File: src/rtl/sio_pkg.sv
package sio_pkg;
    typedef enum logic [1:0] {
        ST_IDLE  = 2'd0,
        ST_ARMED = 2'd1,
        ST_HIGH  = 2'd2,
        ST_LOW   = 2'd3
    } sio_state_e;

    typedef enum logic [1:0] {
        CK_EXT  = 2'b00,
        CK_TMR  = 2'b01,
        CK_DIV2 = 2'b10,
        CK_FAST = 2'b11
    } sio_clk_e;

    localparam logic [2:0] A_CTL  = 3'd0;
    localparam logic [2:0] A_MODE = 3'd1;
    localparam logic [2:0] A_DLO  = 3'd2;
    localparam logic [2:0] A_DHI  = 3'd3;
    localparam logic [2:0] A_MASK = 3'd4;
    localparam logic [2:0] A_FLAG = 3'd5;
endpackage

File: src/rtl/sio_tick_gen.sv
module sio_tick_gen
    import sio_pkg::*;
(
    input  logic     clk,
    input  logic     rst_n,
    input  logic     run,
    input  sio_clk_e mode,
    input  logic     tmr_pulse,
    output logic     tick
);
    logic div_q;

    // Divide-by-two phase, held at zero between transfers so timing is fixed.
    always_ff @(posedge clk or negedge rst_n) begin
        if (!rst_n)
            div_q <= 1'b0;
        else if (!run)
            div_q <= 1'b0;
        else if (mode == CK_DIV2 || (mode == CK_TMR && tmr_pulse))
            div_q <= ~div_q;
    end

    always_comb begin
        unique case (mode)
            CK_FAST: tick = run;
            CK_DIV2: tick = run & div_q;
            CK_TMR:  tick = run & tmr_pulse & div_q;
            default: tick = 1'b0;
        endcase
    end
endmodule

File: src/rtl/sio_edge_sync.sv
module sio_edge_sync #(
    parameter int STAGES = 2
) (
    input  logic clk,
    input  logic rst_n,
    input  logic pin,
    output logic fall,
    output logic rise
);
    logic [STAGES:0] q;

    always_ff @(posedge clk or negedge rst_n) begin
        if (!rst_n)
            q <= '1;
        else
            q <= {q[STAGES-1:0], pin};
    end

    assign fall = q[STAGES] & ~q[STAGES-1];
    assign rise = ~q[STAGES] & q[STAGES-1];
endmodule

File: src/rtl/sio_shift_fsm.sv
module sio_shift_fsm
    import sio_pkg::*;
#(
    parameter int DATA_W = 8,
    localparam int NIB_W = DATA_W / 2,
    localparam int CNT_W = $clog2(DATA_W)
) (
    input  logic              clk,
    input  logic              rst_n,
    input  logic              en,
    input  logic              phase,
    input  logic              order,
    input  logic              fall_ev,
    input  logic              rise_ev,
    input  logic              data_acc,
    input  logic              trig,
    input  logic              wr_lo,
    input  logic              wr_hi,
    input  logic [NIB_W-1:0]  wdata,
    input  logic              sin,
    output sio_state_e        state,
    output logic [DATA_W-1:0] data,
    output logic              sout,
    output logic              done
);
    localparam logic [CNT_W-1:0] LAST = CNT_W'(DATA_W - 1);

    sio_state_e        state_q, state_d;
    logic [CNT_W-1:0]  cnt_q;
    logic [DATA_W-1:0] data_q;
    logic              sout_q;
    logic              shift_out, sample, running;
    logic [CNT_W-1:0]  pos;

    assign running = (state_q == ST_HIGH) || (state_q == ST_LOW);
    assign pos     = order ? (LAST - cnt_q) : cnt_q;

    // State register
    always_ff @(posedge clk or negedge rst_n) begin
        if (!rst_n)
            state_q <= ST_IDLE;
        else
            state_q <= state_d;
    end

    // Next state and per-cycle actions
    always_comb begin
        state_d   = state_q;
        shift_out = 1'b0;
        sample    = 1'b0;
        done      = 1'b0;
        unique case (state_q)
            ST_IDLE: begin
                if (data_acc) state_d = ST_ARMED;
            end
            ST_ARMED: begin
                if (trig && en) state_d = ST_HIGH;
            end
            ST_HIGH: begin
                if (fall_ev) begin
                    state_d   = ST_LOW;
                    shift_out = 1'b1;
                    sample    = phase;
                end
            end
            ST_LOW: begin
                if (rise_ev) begin
                    sample = ~phase;
                    if (cnt_q == LAST) begin
                        state_d = ST_IDLE;
                        done    = 1'b1;
                    end else begin
                        state_d = ST_HIGH;
                    end
                end
            end
            default: state_d = ST_IDLE;
        endcase
    end

    // Output and datapath registers
    always_ff @(posedge clk or negedge rst_n) begin
        if (!rst_n) begin
            cnt_q  <= '0;
            data_q <= '0;
            sout_q <= 1'b1;
        end else begin
            if (!running)
                cnt_q <= '0;
            else if (state_q == ST_LOW && rise_ev)
                cnt_q <= cnt_q + 1'b1;

            if (shift_out)
                sout_q <= data_q[pos];

            if (sample)
                data_q[pos] <= sin;
            else if (!running) begin
                if (wr_lo) data_q[NIB_W-1:0]      <= wdata;
                if (wr_hi) data_q[DATA_W-1:NIB_W] <= wdata;
            end
        end
    end

    assign state = state_q;
    assign data  = data_q;
    assign sout  = sout_q;
endmodule

File: src/rtl/sync_serial_xcvr.sv
module sync_serial_xcvr
    import sio_pkg::*;
#(
    parameter int DATA_W      = 8,
    parameter int SYNC_STAGES = 2,
    localparam int NIB_W      = DATA_W / 2
) (
    input  logic             clk,
    input  logic             rst_n,
    input  logic             bus_wr,
    input  logic             bus_rd,
    input  logic [2:0]       bus_addr,
    input  logic [NIB_W-1:0] bus_wdata,
    output logic [NIB_W-1:0] bus_rdata,
    input  logic             tmr_uflow,
    input  logic             sclk_in,
    output logic             sclk_out,
    output logic             sclk_oe,
    input  logic             sin,
    output logic             sout,
    output logic             srdy,
    output logic             irq
);
    logic              en_q, phase_q, order_q, mask_q, flag_q;
    sio_clk_e          mode_q;
    sio_state_e        state;
    logic [DATA_W-1:0] data;
    logic              run, master, tick, ext_fall, ext_rise, done;
    logic              fall_ev, rise_ev, data_acc, trig, wr_lo, wr_hi;

    assign run      = (state == ST_HIGH) || (state == ST_LOW);
    assign master   = (mode_q != CK_EXT);
    assign data_acc = (bus_wr || bus_rd) && (bus_addr == A_DLO || bus_addr == A_DHI);
    assign wr_lo    = bus_wr && bus_addr == A_DLO;
    assign wr_hi    = bus_wr && bus_addr == A_DHI;
    assign trig     = bus_wr && bus_addr == A_CTL && bus_wdata[1];
    assign fall_ev  = master ? tick : ext_fall;
    assign rise_ev  = master ? tick : ext_rise;

    sio_tick_gen u_tick (
        .clk(clk), .rst_n(rst_n), .run(run), .mode(mode_q),
        .tmr_pulse(tmr_uflow), .tick(tick)
    );

    sio_edge_sync #(.STAGES(SYNC_STAGES)) u_sync (
        .clk(clk), .rst_n(rst_n), .pin(sclk_in),
        .fall(ext_fall), .rise(ext_rise)
    );

    sio_shift_fsm #(.DATA_W(DATA_W)) u_fsm (
        .clk(clk), .rst_n(rst_n), .en(en_q), .phase(phase_q), .order(order_q),
        .fall_ev(fall_ev), .rise_ev(rise_ev), .data_acc(data_acc), .trig(trig),
        .wr_lo(wr_lo), .wr_hi(wr_hi), .wdata(bus_wdata), .sin(sin),
        .state(state), .data(data), .sout(sout), .done(done)
    );

    // Control registers
    always_ff @(posedge clk or negedge rst_n) begin
        if (!rst_n) begin
            en_q    <= 1'b0;
            mode_q  <= CK_EXT;
            phase_q <= 1'b0;
            order_q <= 1'b0;
            mask_q  <= 1'b0;
            flag_q  <= 1'b0;
        end else begin
            if (bus_wr && bus_addr == A_CTL)  en_q <= bus_wdata[0];
            if (bus_wr && bus_addr == A_MODE) begin
                mode_q  <= sio_clk_e'(bus_wdata[1:0]);
                phase_q <= bus_wdata[2];
                order_q <= bus_wdata[3];
            end
            if (bus_wr && bus_addr == A_MASK) mask_q <= bus_wdata[0];
            if (done)
                flag_q <= 1'b1;
            else if (bus_wr && bus_addr == A_FLAG && bus_wdata[0])
                flag_q <= 1'b0;
        end
    end

    always_comb begin
        case (bus_addr)
            A_CTL:   bus_rdata = {{(NIB_W-2){1'b0}}, run, en_q};
            A_MODE:  bus_rdata = NIB_W'({order_q, phase_q, mode_q});
            A_DLO:   bus_rdata = data[NIB_W-1:0];
            A_DHI:   bus_rdata = data[DATA_W-1:NIB_W];
            A_MASK:  bus_rdata = {{(NIB_W-1){1'b0}}, mask_q};
            A_FLAG:  bus_rdata = {{(NIB_W-1){1'b0}}, flag_q};
            default: bus_rdata = '0;
        endcase
    end

    assign sclk_out = (state != ST_LOW);
    assign sclk_oe  = master & run;
    assign srdy     = ~(~master & run);
    assign irq      = flag_q & mask_q;
endmodule

File: config.mk
export PLATFORM = sky130hd
export DESIGN_NAME = sync_serial_xcvr
export DESIGN_NICKNAME = d
export VERILOG_FILES = /design/src/rtl/sio_pkg.sv /design/src/rtl/sio_tick_gen.sv /design/src/rtl/sio_edge_sync.sv /design/src/rtl/sio_shift_fsm.sv /design/src/rtl/sync_serial_xcvr.sv
export SDC_FILE = /design/constraint.sdc
export NUM_CORES = 1
export LEC_CHECK = 0
export CAP_MARGIN = 10
export CORE_ASPECT_RATIO = 2
export CORE_MARGIN = 2
export CORE_UTILIZATION = 30
export CTS_CLUSTER_DIAMETER = 30
export DETAILED_ROUTE_END_ITERATION = 7
export GPL_TIMING_DRIVEN = 0
export PLACE_DENSITY = 0.53
export SETUP_SLACK_MARGIN = 0.02
export SLEW_MARGIN = 15
export SYNTH_ARGS = -nofsm -noshare
export SYNTH_HDL_FRONTEND = slang
export SYNTH_HIERARCHICAL = 1
export SYNTH_SLANG_ARGS = --single-unit
File: constraint.sdc
create_clock -name clk -period 2.1 [get_ports clk]
set_clock_uncertainty 0.15 [all_clocks]
set_input_delay 0.42 -clock clk [delete_from_list [all_inputs] [get_ports clk]]
set_output_delay 0.42 -clock clk [all_outputs]
set_load 0.02 [all_outputs]
==> results.txt, run 1 <==
The flow ran to the end, but the final reports show violations. The checks that failed: setup timing. The slowest stage of the critical path belongs to the cell sky130_fd_sc_hd__dfrtp_2.

sky130_fd_sc_hd__dfrtp_1 takes more of the synthesized area than any other cell. From left edge to right edge, the die measures 59.4 um. After the first detailed-routing iteration, the DRC count stood at 32. The tools report the endpoint required time on the critical path as 2.08 ns. Subtracting the final worst setup slack from the clock period gives 2.26 ns. The layout filler cell count came out at 575. The largest buffer count on any clock path was 2. Once the floorplan was initialized, standard cells occupied 30.9% of the core. Counting every instance in the synthesized netlist gives 174. The tools report the final max-slew violation count as 0. The most common cell in the synthesized netlist is sky130_fd_sc_hd__dfrtp_1. The congestion estimate from routability-driven global placement came to 0.843.

The worst register-to-register path has a setup slack of -0.16 ns. The repair_antennas step left the layout with diodes totalling 0. The number of hold buffers added after CTS was 0. The final setup slack of the worst path is -0.156 ns.

Summing all non-filler instances in the final layout gives an area of 2500 um2. Measured along the y axis, the die boundary spans 115 um. VDD sags by at most 0.433 mV. When the netlist entered floorplanning its net count stood at 194. The total overflow left after global routing is 0. Entering global routing, the biggest net connects 26 pins. The critical path goes through ha_2, nand2b_1, a31oi_1, nor3b_2, o21ai_2, nand2_2, nand3b_4, a21oi_4, buf_6, a21boi_1, a2bb2oi_2. The logs give 8170 um for the global-route wire length before repair and 257 for the number of placed cells counting well taps. The worst setup path is captured at a flop.

The synthesis-to-layout area growth works out to 35.9%. The flip-flop and latch count after synthesis is 25, and the detailed placer's ending HPWL is 3890 um. Yosys attributes the largest share of cell area to sky130_fd_sc_hd__dfrtp_1 (29%), sky130_fd_sc_hd__mux4_2 (6.1%), sky130_fd_sc_hd__dfstp_2 (5.7%), sky130_fd_sc_hd__mux2_2 (5.5%), sky130_fd_sc_hd__ha_1 (4.1%).

The final hold violation count was 0. The final layout contains 235 nets. Setup repair after global routing could not meet its margin everywhere. The top cell family by delay on the critical path was compound AO/OA/AOI/OAI gates. For the number of max-capacitance violations reported, the log shows 0.

The type of the most critical hold path is input port to async pin. Sequential cells were found to cover 34.3% of the synthesized design area. The CTS root buffer was sky130_fd_sc_hd__clkbuf_16. The die outline area is 6810 um2, and the leakage power figure is 0.991 nW. Share of async-settable or async-resettable flops after synthesis: 100%. The highest fanout seen on the critical path was 6. The worst hold slack after final layout was 0.00733 ns; the number of distinct library cell variants in the gate-level netlist after synthesis was 48. The layout cell share with drive strength beyond 1 was 42.1%; the count of nets left with antenna violations after detail routing was 0. The via count of the first global-routing pass is 1640.

For the I/O pin count, the log shows 23. In the synthesized netlist, the cells that appear most often are sky130_fd_sc_hd__dfrtp_1 (21), sky130_fd_sc_hd__nand2_1 (15), sky130_fd_sc_hd__nor2_1 (12). After detailed routing, the average wire length per cell comes to 18.7 um. The synthesis warning total is 6, and the detailed-router iteration count before antenna repair is 4. The share of the synthesized area in the top cell type is 28.6%, and the count of flip-flops with a built-in enable after synthesis is 0. The count of clock tree sinks was 25; the transition time at the pin with the least slew margin was 0.742 ns.

The clock-pin slew on the worst setup and hold paths was 0.06 ns. The floorplan has 40 rows. In the routed design, unresolved DRC markers number 0. Using the TritonRoute via totals, the vias-per-cell ratio works out to 5.56. The post-synthesis area per instance works out to 10.6 um2.

The count of buffer and inverter cells on the critical path was 1; the global-route usage over all layers was 16.1%. The clock latency on the worst-skew pair was 0.26 ns. In this run the cell area measured after placement is 2180 um2. The final standard cell utilization of the core is 42.0%, and the number of buffer cells added on primary ports is 20. The run gives 1 as the number of levels in the clock H-tree. For this design the ratio of total power to cell area is 979 nW/um2. The critical path is of the flop to flop type. Static timing analysis puts the maximum clock frequency at 0.443 GHz.

Setup violations remaining at the end of the flow were counted as 11. STA puts the critical path data arrival time at 2.24 ns. The core area was 5960 um2.

Dividing the final minimum period by the clock period gives 107%. The aggregate routed wire length was 5180 um. Among all flip-flop cells after synthesis, the most frequent one is sky130_fd_sc_hd__dfrtp_1.

For this run, the slowest stage of the critical path takes 0.43 ns. Summing over every cut layer, the via total after detailed routing is 1539. The worst slack after detailed placement came out at -0.700 ns.

After the flow finishes, the layout carries non-filler instances totaling 277. The worst setup path is launched from a flop. The worst pin sits at a relative slew slack of 50.5%. The mapped netlist covers 1840 um2.

The run gives 0 as the initial antenna violation count. TritonCTS built the clock tree. Buffers inserted during clock tree synthesis total 3.
power breakdown:
group / switching [mW] / internal (mW)
Combinational: 0.561 / 0.665
Clock: 0.161 / 0.259
Sequential: 0.178 / 0.625
Total: 0.899 / 1.55
state kept, by name, indices dropped and copies added, names as in the netlist:
signal,cells
en_q,1
flag_q,1
mask_q,1
mode_q,2
order_q,1
phase_q,1
u_fsm/cnt_q,3
u_fsm/data,8
u_fsm/sout,1
u_fsm/state,2
u_sync/q,3
u_tick/div_q,1
metal layers:
layer	part of all wire, %	vias up	global-route usage (%)
met2	59	28	29.7
met4	5.1	0	10.5
met1	35	760	16.6
met3	1.2	14	1.24
met5	0	-	0
li1	-	737	-
layout make-up:
cell class	instances	area, um2	share of cell area, %
Multi-Input combinational cell	134	1280	51.2
Inverter	5	18.8	0.751
Buffer	9	76.3	3.05
Timing Repair Buffer	37	333	13.3
Tap cell	63	78.8	3.15
Clock buffer	4	78.8	3.15
Sequential cell	25	634	25.4
timing repair:
item | in CTS | in global routing
resized for setup | 33 | 13
setup buffers | 13 | 3
cloned | 0 | 1
pin swaps | 18 | 9
setup endpoints to repair | 15 | 16
per-stage QoR:
| step | TNS, ns | power, mW |
|---|---|---|
| final | -1.30 | 2.45 |
| after global routing | -2.57 | 2.61 |
| after CTS | -1.24 | 2.37 |
| after detailed placement | -7.81 | 1.81 |
| after global placement | -7.60 | 1.81 |
| after floorplan | -1.06 | 1.49 |
path summary, 6_finish.rpt:
kind / cells past startpoint / start / endpoint
max in group asynchronous: 1 / rst_n / mode_q[1]
hold / removal: 1 / rst_n / u_fsm/data[5]
setup / recovery: 11 / mode_q[0] / u_fsm/data[6]
min in group clk: 0 / u_sync/q[0] / u_sync/q[1]
setup reg to reg: 11 / mode_q[0] / u_fsm/data[6]
hold reg to reg: 0 / u_sync/q[0] / u_sync/q[1]
logic make-up (layout without fill, tap and decap cells):
group	count (synthesis)	in the layout	share of synthesized area, %
adder cells (fa/ha/maj)	6	6	4.08
AO/OA/AOI/OAI	52	52	24.2
buffers and inverters	15	55	5.58
multiplexers	15	15	12.2
AND/OR/NAND/NOR	59	59	18.7
XOR/XNOR	2	2	0.953
flip-flops	25	25	34.3
layout by cell type, fill, tap and decap left out, types with 4 or more instances in the layout:
master | Yosys | routed
sky130_fd_sc_hd__dfrtp_1 | 21 | 18
sky130_fd_sc_hd__buf_4 | 2 | 16
sky130_fd_sc_hd__nand2_1 | 15 | 12
sky130_fd_sc_hd__nor2_1 | 12 | 11
sky130_fd_sc_hd__clkdlybuf4s50_1 | 0 | 11
sky130_fd_sc_hd__mux2_2 | 9 | 9
sky130_fd_sc_hd__o22a_1 | 8 | 8
sky130_fd_sc_hd__nand2b_1 | 7 | 7
sky130_fd_sc_hd__buf_6 | 5 | 6
sky130_fd_sc_hd__nor2b_1 | 5 | 5
sky130_fd_sc_hd__mux4_2 | 5 | 5
sky130_fd_sc_hd__dlygate4sd2_1 | 0 | 5
sky130_fd_sc_hd__o32ai_2 | 0 | 5
sky130_fd_sc_hd__a21boi_2 | 0 | 5
sky130_fd_sc_hd__clkbuf_16 | 0 | 4
sky130_fd_sc_hd__nand3_1 | 4 | 4
sky130_fd_sc_hd__a2bb2oi_1 | 8 | 4
sky130_fd_sc_hd__a2bb2oi_2 | 0 | 4
sky130_fd_sc_hd__ha_1 | 6 | 4
sky130_fd_sc_hd__dfstp_2 | 4 | 4
No activity file was read; power rests on OpenSTA's default activity.
==> run 2: changes to the inputs <==
SLEW_MARGIN = 25   (was 15)
==> results of run 2 <==
Same layout as run 1: the final DEF is identical, and so are final timing and power.
